**src/rtl/isp_pkg.sv**
```systemverilog
package isp_pkg;
   typedef enum logic {
      MODE_SGL = 1'b0,
      MODE_DBL = 1'b1
   } isp_mode_e;

   typedef enum logic {
      OP_ADD = 1'b0,
      OP_MUL = 1'b1
   } isp_op_e;
endpackage

```
**src/rtl/isp_alu.sv**
```systemverilog
module isp_alu #(
   parameter int  DATA_W   = 16,
   parameter bit  FAST_MUL = 1'b1
) (
   input  logic              op_mul,
   input  logic [DATA_W-1:0] opa,
   input  logic [DATA_W-1:0] opb,
   output logic [DATA_W-1:0] res
);
   logic [DATA_W-1:0] prod;
   logic [DATA_W-1:0] sum;

   assign sum = opa + opb;

   generate
      if (FAST_MUL) begin : g_mul_op
         assign prod = opa * opb;
      end else begin : g_mul_shift
         logic [DATA_W-1:0] pp [DATA_W];
         for (genvar k = 0; k < DATA_W; k++) begin : g_pp
            assign pp[k] = opb[k] ? (opa << k) : '0;
         end
         always_comb begin
            prod = '0;
            for (int j = 0; j < DATA_W; j++) begin
               prod = prod + pp[j];
            end
         end
      end
   endgenerate

   assign res = op_mul ? prod : sum;
endmodule

```
**src/rtl/isp_ctrl.sv**
```systemverilog
module isp_ctrl
   import isp_pkg::*;
(
   input  logic clk,
   input  logic rst_n,
   input  logic iss_valid,
   input  logic flush,
   input  logic mode_wr,
   input  logic mode_sel,
   input  logic any_valid,
   output logic accept,
   output logic busy,
   output logic cur_mode,
   output logic mode_err
);
   isp_mode_e mode_q;
   logic      pending;

   assign accept   = iss_valid && !busy && !flush;
   assign pending  = (any_valid && !flush) || accept;
   assign cur_mode = mode_q;

   always_ff @(posedge clk or negedge rst_n) begin
      if (!rst_n) begin
         busy <= 1'b0;
      end else if (flush) begin
         busy <= 1'b0;
      end else begin
         busy <= accept && (mode_q == MODE_DBL);
      end
   end

   always_ff @(posedge clk or negedge rst_n) begin
      if (!rst_n) begin
         mode_q   <= MODE_SGL;
         mode_err <= 1'b0;
      end else begin
         mode_err <= 1'b0;
         if (mode_wr) begin
            if (pending) begin
               mode_err <= 1'b1;
            end else begin
               mode_q <= isp_mode_e'(mode_sel);
            end
         end
      end
   end
endmodule

```
**src/rtl/isp_stages.sv**
```systemverilog
module isp_stages #(
   parameter int DATA_W   = 16,
   parameter int SGL_DEPTH = 3,
   parameter int DBL_DEPTH = 2
) (
   input  logic              clk,
   input  logic              rst_n,
   input  logic              accept,
   input  logic              flush,
   input  logic              sel_dbl,
   input  logic [DATA_W-1:0] new_data,
   output logic              exit_valid,
   output logic [DATA_W-1:0] exit_data,
   output logic              any_valid
);
   logic [SGL_DEPTH-1:0] vld;
   logic [SGL_DEPTH-1:0] vld_nxt;
   logic [DATA_W-1:0]    dat [SGL_DEPTH];

   assign vld_nxt[0] = 1'b1;

   generate
      for (genvar i = 1; i < SGL_DEPTH; i++) begin : g_vnext
         if (i < DBL_DEPTH) begin : g_shared
            assign vld_nxt[i] = vld[i-1];
         end else begin : g_sgl_only
            assign vld_nxt[i] = vld[i-1] && !sel_dbl;
         end
      end

      for (genvar i = 0; i < SGL_DEPTH; i++) begin : g_stage
         always_ff @(posedge clk) begin
            if (accept) begin
               if (i == 0) begin
                  dat[i] <= new_data;
               end else begin
                  dat[i] <= dat[(i == 0) ? 0 : i-1];
               end
            end
         end
      end
   endgenerate

   always_ff @(posedge clk or negedge rst_n) begin
      if (!rst_n) begin
         vld <= '0;
      end else if (flush) begin
         vld <= '0;
      end else if (accept) begin
         vld <= vld_nxt;
      end
   end

   assign exit_valid = sel_dbl ? vld[DBL_DEPTH-1] : vld[SGL_DEPTH-1];
   assign exit_data  = sel_dbl ? dat[DBL_DEPTH-1] : dat[SGL_DEPTH-1];
   assign any_valid  = |vld;
endmodule

```
**src/rtl/issue_step_pipe.sv**
```systemverilog
module issue_step_pipe
   import isp_pkg::*;
#(
   parameter int DATA_W    = 16,
   parameter int TAG_W     = 5,
   parameter int SGL_DEPTH = 3,
   parameter int DBL_DEPTH = 2,
   parameter bit FAST_MUL  = 1'b1
) (
   input  logic              clk,
   input  logic              rst_n,
   input  logic              iss_valid,
   input  logic              iss_op,
   input  logic [DATA_W-1:0] iss_a,
   input  logic [DATA_W-1:0] iss_b,
   input  logic [TAG_W-1:0]  iss_dest,
   input  logic              flush,
   input  logic              mode_wr,
   input  logic              mode_sel,
   output logic              busy,
   output logic              cur_mode,
   output logic              mode_err,
   output logic              wb_valid,
   output logic [TAG_W-1:0]  wb_tag,
   output logic [DATA_W-1:0] wb_data
);
   generate
      if (DATA_W < 1 || TAG_W < 1) begin : g_bad_width
         $error("issue_step_pipe: widths must be positive");
      end
      if (SGL_DEPTH < 2 || DBL_DEPTH < 1 || DBL_DEPTH > SGL_DEPTH) begin : g_bad_depth
         $error("issue_step_pipe: need 1 <= DBL_DEPTH <= SGL_DEPTH, SGL_DEPTH >= 2");
      end
   endgenerate

   logic              accept;
   logic              any_valid;
   logic              exit_valid;
   logic [DATA_W-1:0] exit_data;
   logic [DATA_W-1:0] alu_res;
   logic              op_mul;

   isp_ctrl u_ctrl (
      .clk       (clk),
      .rst_n     (rst_n),
      .iss_valid (iss_valid),
      .flush     (flush),
      .mode_wr   (mode_wr),
      .mode_sel  (mode_sel),
      .any_valid (any_valid),
      .accept    (accept),
      .busy      (busy),
      .cur_mode  (cur_mode),
      .mode_err  (mode_err)
   );

   assign op_mul = (cur_mode == MODE_DBL) || (iss_op == OP_MUL);

   isp_alu #(
      .DATA_W   (DATA_W),
      .FAST_MUL (FAST_MUL)
   ) u_alu (
      .op_mul (op_mul),
      .opa    (iss_a),
      .opb    (iss_b),
      .res    (alu_res)
   );

   isp_stages #(
      .DATA_W    (DATA_W),
      .SGL_DEPTH (SGL_DEPTH),
      .DBL_DEPTH (DBL_DEPTH)
   ) u_stages (
      .clk        (clk),
      .rst_n      (rst_n),
      .accept     (accept),
      .flush      (flush),
      .sel_dbl    (cur_mode),
      .new_data   (alu_res),
      .exit_valid (exit_valid),
      .exit_data  (exit_data),
      .any_valid  (any_valid)
   );

   always_ff @(posedge clk or negedge rst_n) begin
      if (!rst_n) begin
         wb_valid <= 1'b0;
         wb_tag   <= '0;
         wb_data  <= '0;
      end else begin
         wb_valid <= accept && exit_valid;
         if (accept) begin
            wb_tag  <= iss_dest;
            wb_data <= exit_data;
         end
      end
   end
endmodule

```
**config.mk**
```make
export PLATFORM = sky130hd
export DESIGN_NAME = issue_step_pipe
export DESIGN_NICKNAME = d
export VERILOG_FILES = /design/src/rtl/isp_pkg.sv /design/src/rtl/isp_alu.sv /design/src/rtl/isp_ctrl.sv /design/src/rtl/isp_stages.sv /design/src/rtl/issue_step_pipe.sv
export SDC_FILE = /design/constraint.sdc
export NUM_CORES = 1
export LEC_CHECK = 0
export CORE_MARGIN = 3
export CORE_UTILIZATION = 45
export DETAILED_ROUTE_END_ITERATION = 10
export GPL_TIMING_DRIVEN = 0
export MAX_ROUTING_LAYER = met4
export PLACE_DENSITY_LB_ADDON = 0.08
export SETUP_SLACK_MARGIN = 0.4
export SKIP_CTS_REPAIR_TIMING = 1
export SLEW_MARGIN = 25
export SYNTH_ARGS = -nofsm -noshare
export SYNTH_HDL_FRONTEND = slang
export SYNTH_SLANG_ARGS = --single-unit
```
**constraint.sdc**
```tcl
create_clock -name clk -period 3.73 [get_ports clk]
set_clock_uncertainty 0.15 [all_clocks]
set_input_delay 0.746 -clock clk [delete_from_list [all_inputs] [get_ports clk]]
set_output_delay 0.746 -clock clk [all_outputs]
set_load 0.02 [all_outputs]
```
# After elaboration in Yosys (flattened, before gate mapping)

Memory sizes are Yosys's and may differ from the RTL's.
Index checks and enable logic that the tools add are counted.

Add/subtract/negate cells: 1
Multiply operators: 1
Muxes and demuxes: 10
Bitwise operators: 1
Reduce and logical (&&, ||, !) cells: 14

Operators by type and width:

| cell                         | number |
|---|---|
| 2-to-1 mux 16 bit            | 2 |
| adder 16 bit                 | 1 |
| multiplier 16 x 16 -> 16 bit | 1 |
| logical AND 1 bit            | 6 |
| 2-to-1 mux 1 bit             | 6 |
| 2-to-1 mux 3 bit             | 2 |
| logical NOT 1 bit            | 3 |
| OR reduction 3 bit           | 1 |
| logical OR 1 bit             | 2 |
| AND reduction 2 bit          | 1 |
| nonzero test 2 bit           | 1 |
| NOT 1 bit                    | 1 |

Register bits: 28
Bits in writable memories: 48
Output and inout bits: 25
Word-level logic and storage cells: 35
Memories kept: 1

Memories:

| name         | depth | bits a word | read ports | clocked after memory_dff | wr ports | line             | RTL |
|---|---|---|---|---|---|---|---|
| u_stages.dat | 3     | 16          | 3          | 0                        | 3        | isp_stages.sv:18 | `logic [DATA_W-1:0] dat [SGL_DEPTH];` |

# Depth between registers and ports, before layout

Depth in word-level cells: 6
Depth in mapped cells: 22
Gate-level depth less buffers: 21

# Cells and area by module

From an unflattened synthesis, not the netlist that was laid out.

Cells, all modules: 717
Area, all modules: 7504.7 um^2

By module, submodules not included:

| module          | instances | cells each | area an instance (um^2) |
|---|---|---|---|
| isp_alu         | 1         | 581        | 4772.1 |
| isp_stages      | 1         | 78         | 1780.5 |
| issue_step_pipe | 1         | 47         | 822.0 |
| isp_ctrl        | 1         | 11         | 130.1 |

# Worst setup path after synthesis

OpenSTA, ideal clock, no wires.

Path kind: input-to-reg
From: in iss_b[1]
To: mem u_stages.dat[0][14] (data pin)
Library setup time: 259 ps
Data arrival time: 5367 ps
Setup slack: -2046 ps
Cell stages on the path: 18
Path buffers: 1
Cells stage by stage: clkbuf_1 -> nand2_1 -> fa_1 -> fa_1 -> fa_1 -> fa_1 -> inv_1 -> fa_1 -> inv_1 -> fa_1 -> inv_1 -> ha_1 -> nor2b_1 -> o21ai_0 -> nand2b_1 -> o211ai_1 -> o41ai_1 -> a211o_1

RTL lines:

| element     | line                  | RTL |
|---|---|---|
| from (decl) | issue_step_pipe.sv:15 | `input logic [DATA_W-1:0] iss_b,` |
| to (decl)   | isp_stages.sv:18      |  |

==> flow_metrics.tcl <==
set metrics [dict create \
    floorplan.initialDensity_pct 46.4 \
    timing.critical_path.to_type "flip-flop" \
    power_per_cell_area_mw_per_mm2 784 \
    postSynth.topFlopCell "edfxtp_1" \
    cts-root-to-sink-buffers 2 \
    synth_largest_area_cell "fa_1" \
    min-delay-path-class "flip-flop to flip-flop" \
    die_w_um 135 \
    num-nets-final 1029 \
    place_ws_ns -3.02 \
    timing.max_slew.rel_slack_pct 52.4 \
    grt_start_max_net_pins 58 \
    crit_top_cell "fa_1" \
    cts-root-buf "clkbuf_16" \
    global_route.usage.met2_pct 36.6 \
    tritoncts_clock_tree "done" \
    antennaDiodeCount 0 \
    setup_viol_count_final 11 \
    numCtsBuffers 9 \
    layout-drive-gt1-share_pct 20.4 \
    route.detailed.drc 0 \
    run_status "finished with violations" \
    edff_count_synth 48 \
    critical_path.max_fanout 6 \
    port-buffer-count 68 \
    power.share.sequential_pct 16.3 \
    viasPerCell 5.09 \
    internal_power_mw 4.41 \
    synth_async_sr_flop_share_pct 36.8 \
    maxSlewViolCount 0 \
    coreArea_mm2 0.0161 \
    worst_margin_slew_ns 0.714 \
    first_pass_grt_wire_length_um 29300 \
    synth-compound-area-share_pct 8.07 \
    crit_slowest_cell "fa_1" \
    synth_xor_xnor_area_share_pct 6.02 \
    unrepaired_setup_endpoints_after_global_routing "yes" \
    cts_htree_levels 3 \
    design.die.area_mm2 0.0181 \
    maxCapViolCount 0 \
    yosys-mux-area-fraction_pct 3.73 \
    p_comb_share_pct 71.0 \
    max_clock_freq_mhz 176 \
    post_synth_fa_ha_maj_area_fraction_pct 32.5 \
    timing.critical_path.slowest_cell_delay_ns 0.57 \
    p_leak_nw 4.21 \
    netlist.area_leader.share_pct 21.8 \
    synth.top_cells.by_area "fa_1 22%, edfxtp_1 19%, ha_1 11%" \
    arrival_ns 5.61 \
    placed_cells_incl_taps 1021 \
    first_global_vias 5795 \
    site_row_count 46 \
    endpoints_failing_hold 0 \
    die_h_um 135 \
    clock_network_latency_to_the_later_pin_of_the_worst_skew_pair_ns 0.33 \
    boundaryPins 69 \
    syn_avg_cell_area_um2 10.1 \
    synth_nets 926 \
    average_wire_length_per_cell_after_detail_routing_um 17.1 \
    grt_remaining_overflow 0 \
    gr-usage-met1_pct 26.4 \
    fin_ws_ns -1.95 \
    post_synth_and_or_nand_nor_area_fraction_pct 13.6 \
    antenna_violations_before_repair 0 \
    met3_use_gr_pct 2.72 \
    drt.antenna.violating_nets 0 \
    area_delta_synth_final_pct 28.2 \
    seq_total_area_yosys_pct 28.8 \
    postSynthRegisterBits 76 \
    crit_type "input port to flip-flop" \
    timing.critical_path.required_ns 3.66 \
    number_of_distinct_library_cells_after_synthesis 50 \
    layout.cells.non_filler 1061 \
    crit_path_cells "buf_12, buf_8, and2_4, fa_1, inv_2, fa_1, inv_2, fa_1, fa_1, inv_2, fa_1, fa_1, inv_2, ha_4, inv_4, nor3_2, a21oi_1, o22ai_1, a31oi_1, o41ai_2, a211o_1" \
    grt_use_total_pct 21.3 \
    gp_routability_congestion 0.931 \
    drt_first_pass_iters 5 \
    place.detailed.hpwl_um 14300 \
    finalCritPeriodShare_pct 152 \
    netlist_instances 737 \
    power.clock.fraction_pct 12.7 \
    grt-busiest-layer "met2" \
    cts.clk_slew.worst_paths_ns 0.05 \
    ir_worst_vdd_v 0.000439 \
    synth_area_mm2 0.00745 \
    fin_crit_ns 5.68 \
    detailroute.via_count 5404 \
    violations "negative setup slack" \
    p_switching_mw 3.07 \
    wl_um 18200 \
    synth_warnings 0 \
    drt_iter0_drc 226 \
    main_combinational_cell_family_by_area_after_synthesis "adder cells" \
    cts_sinks 76 \
    netSwitchingFraction_pct 41.0 \
    critPathLaunchType "input port" \
    num-fill-cells 1344 \
    total_power_mw 7.48 \
]
[through the flow]
stage | cell area, um^2 | setup TNS (ns) | utilization [%] | hold WS [ns]
floorplan | 7830 | -12.15 | - | 0.250
global placement | 8780 | -25.20 | 54.7 | 0.251
detailed placement | 8780 | -25.63 | 54.7 | 0.255
CTS | 9110 | -21.36 | 56.7 | 0.269
global route | 9550 | -14.96 | 59.5 | 0.269
finish | 9550 | -13.54 | 59.5 | 0.267
[worst max-delay path, delay by kind of cell]
family / cells / cell delay (ns)
AO/OA/AOI/OAI: 5 / 0.81
adder cells (fa/ha/maj): 7 / 3.42
buffers and inverters: 7 / 0.46
AND/OR/NAND/NOR: 2 / 0.17
[per-layer routing]
metal  share of wire, %  vias up
met5                  0        -
li1                   -     2574
met4                1.9        0
met2                 52      117
met3                3.4       22
met1                 43     2691
[flip-flops by register name, summed over array words and instances, names as in the netlist]
name,cells
u_stages.vld,3
u_ctrl.cur_mode,1
wb_tag,5
wb_valid,1
u_ctrl.mode_err,1
wb_data,16
u_ctrl.busy,1
u_stages.dat,48
[cell usage in the layout, fill, tap and decap left out, types with 16 or more instances in the layout]
master	synthesis	routed
dfrtp_1	28	28
xnor2_1	25	23
edfxtp_1	48	48
ha_4	0	24
a21oi_1	40	35
xor2_1	18	16
buf_4	1	19
nand2_1	74	70
and2_1	62	51
nor2_1	31	30
clkdlybuf4s50_1	0	41
fa_1	81	76
mux2i_1	21	21
ha_1	64	36
inv_2	0	18
inv_1	123	104
[Yosys cell counts, drive strengths merged (2+ instances only)]
master	number
inv	123
fa	81
nand2	77
and2	65
ha	64
edfxtp	48
a21oi	41
nor2	31
dfrtp	28
xnor2	28
mux2i	21
o21ai	20
xor2	18
clkbuf	15
nand2b	7
nor3	7
mux2	6
a21o	5
buf	5
nand3	5
nor2b	5
o21a	5
o41ai	4
a211o	3
a211oi	3
o211ai	3
a311oi	2
a31oi	2
nor3b	2
o22ai	2
or3	2
[worst paths after layout]
| path | start | end | slack [ns] | cells past startpoint |
|---|---|---|---|---|
| max | iss_b[3] | u_stages.dat[0][14] | -1.95 | 21 |
| min | u_stages.dat[0][1] | u_stages.dat[0][17] | 0.27 | 0 |
| max reg2reg | u_ctrl.busy | u_stages.dat[0][45] | 1.24 | 4 |
| min reg2reg | u_stages.dat[0][1] | u_stages.dat[0][17] | 0.27 | 0 |
| max in group asynchronous | rst_n | wb_data[10] | 2.75 | 1 |
| min in group asynchronous | rst_n | u_stages.vld[2] | 0.28 | 1 |
[cell families (layout without fill, tap and decap cells)]
kind of cell	Yosys count	in the layout
multiplexers	27	27
adder cells (fa/ha/maj)	145	145
flip-flops	76	76
AO/OA/AOI/OAI	94	94
buffers and inverters	143	251
AND/OR/NAND/NOR	205	205
XOR/XNOR	47	47
[layout make-up]
class                           count  area (um^2)  area share [%]
Sequential cell                    76         2140            22.4
Inverter                          123          464            4.86
Clock buffer                       11          233            2.44
Clock inverter                      5          100            1.05
Buffer                             20          209            2.19
Tap cell                          216          270            2.83
Timing Repair Buffer               92          878            9.20
Multi-Input combinational cell    518         5250            55.0
[power groups by stage]
stage               registers (mW)  logic [mW]  clock network (mW)
finish                        1.22        5.31               0.953
global route                  1.23        5.86                1.00
CTS                           1.22        4.69               0.977
detailed placement            1.24        4.64                   0
global placement              1.23        4.56                   0
floorplan                     1.29        3.47                   0
Note: power is estimated with default switching activity, not from simulation.
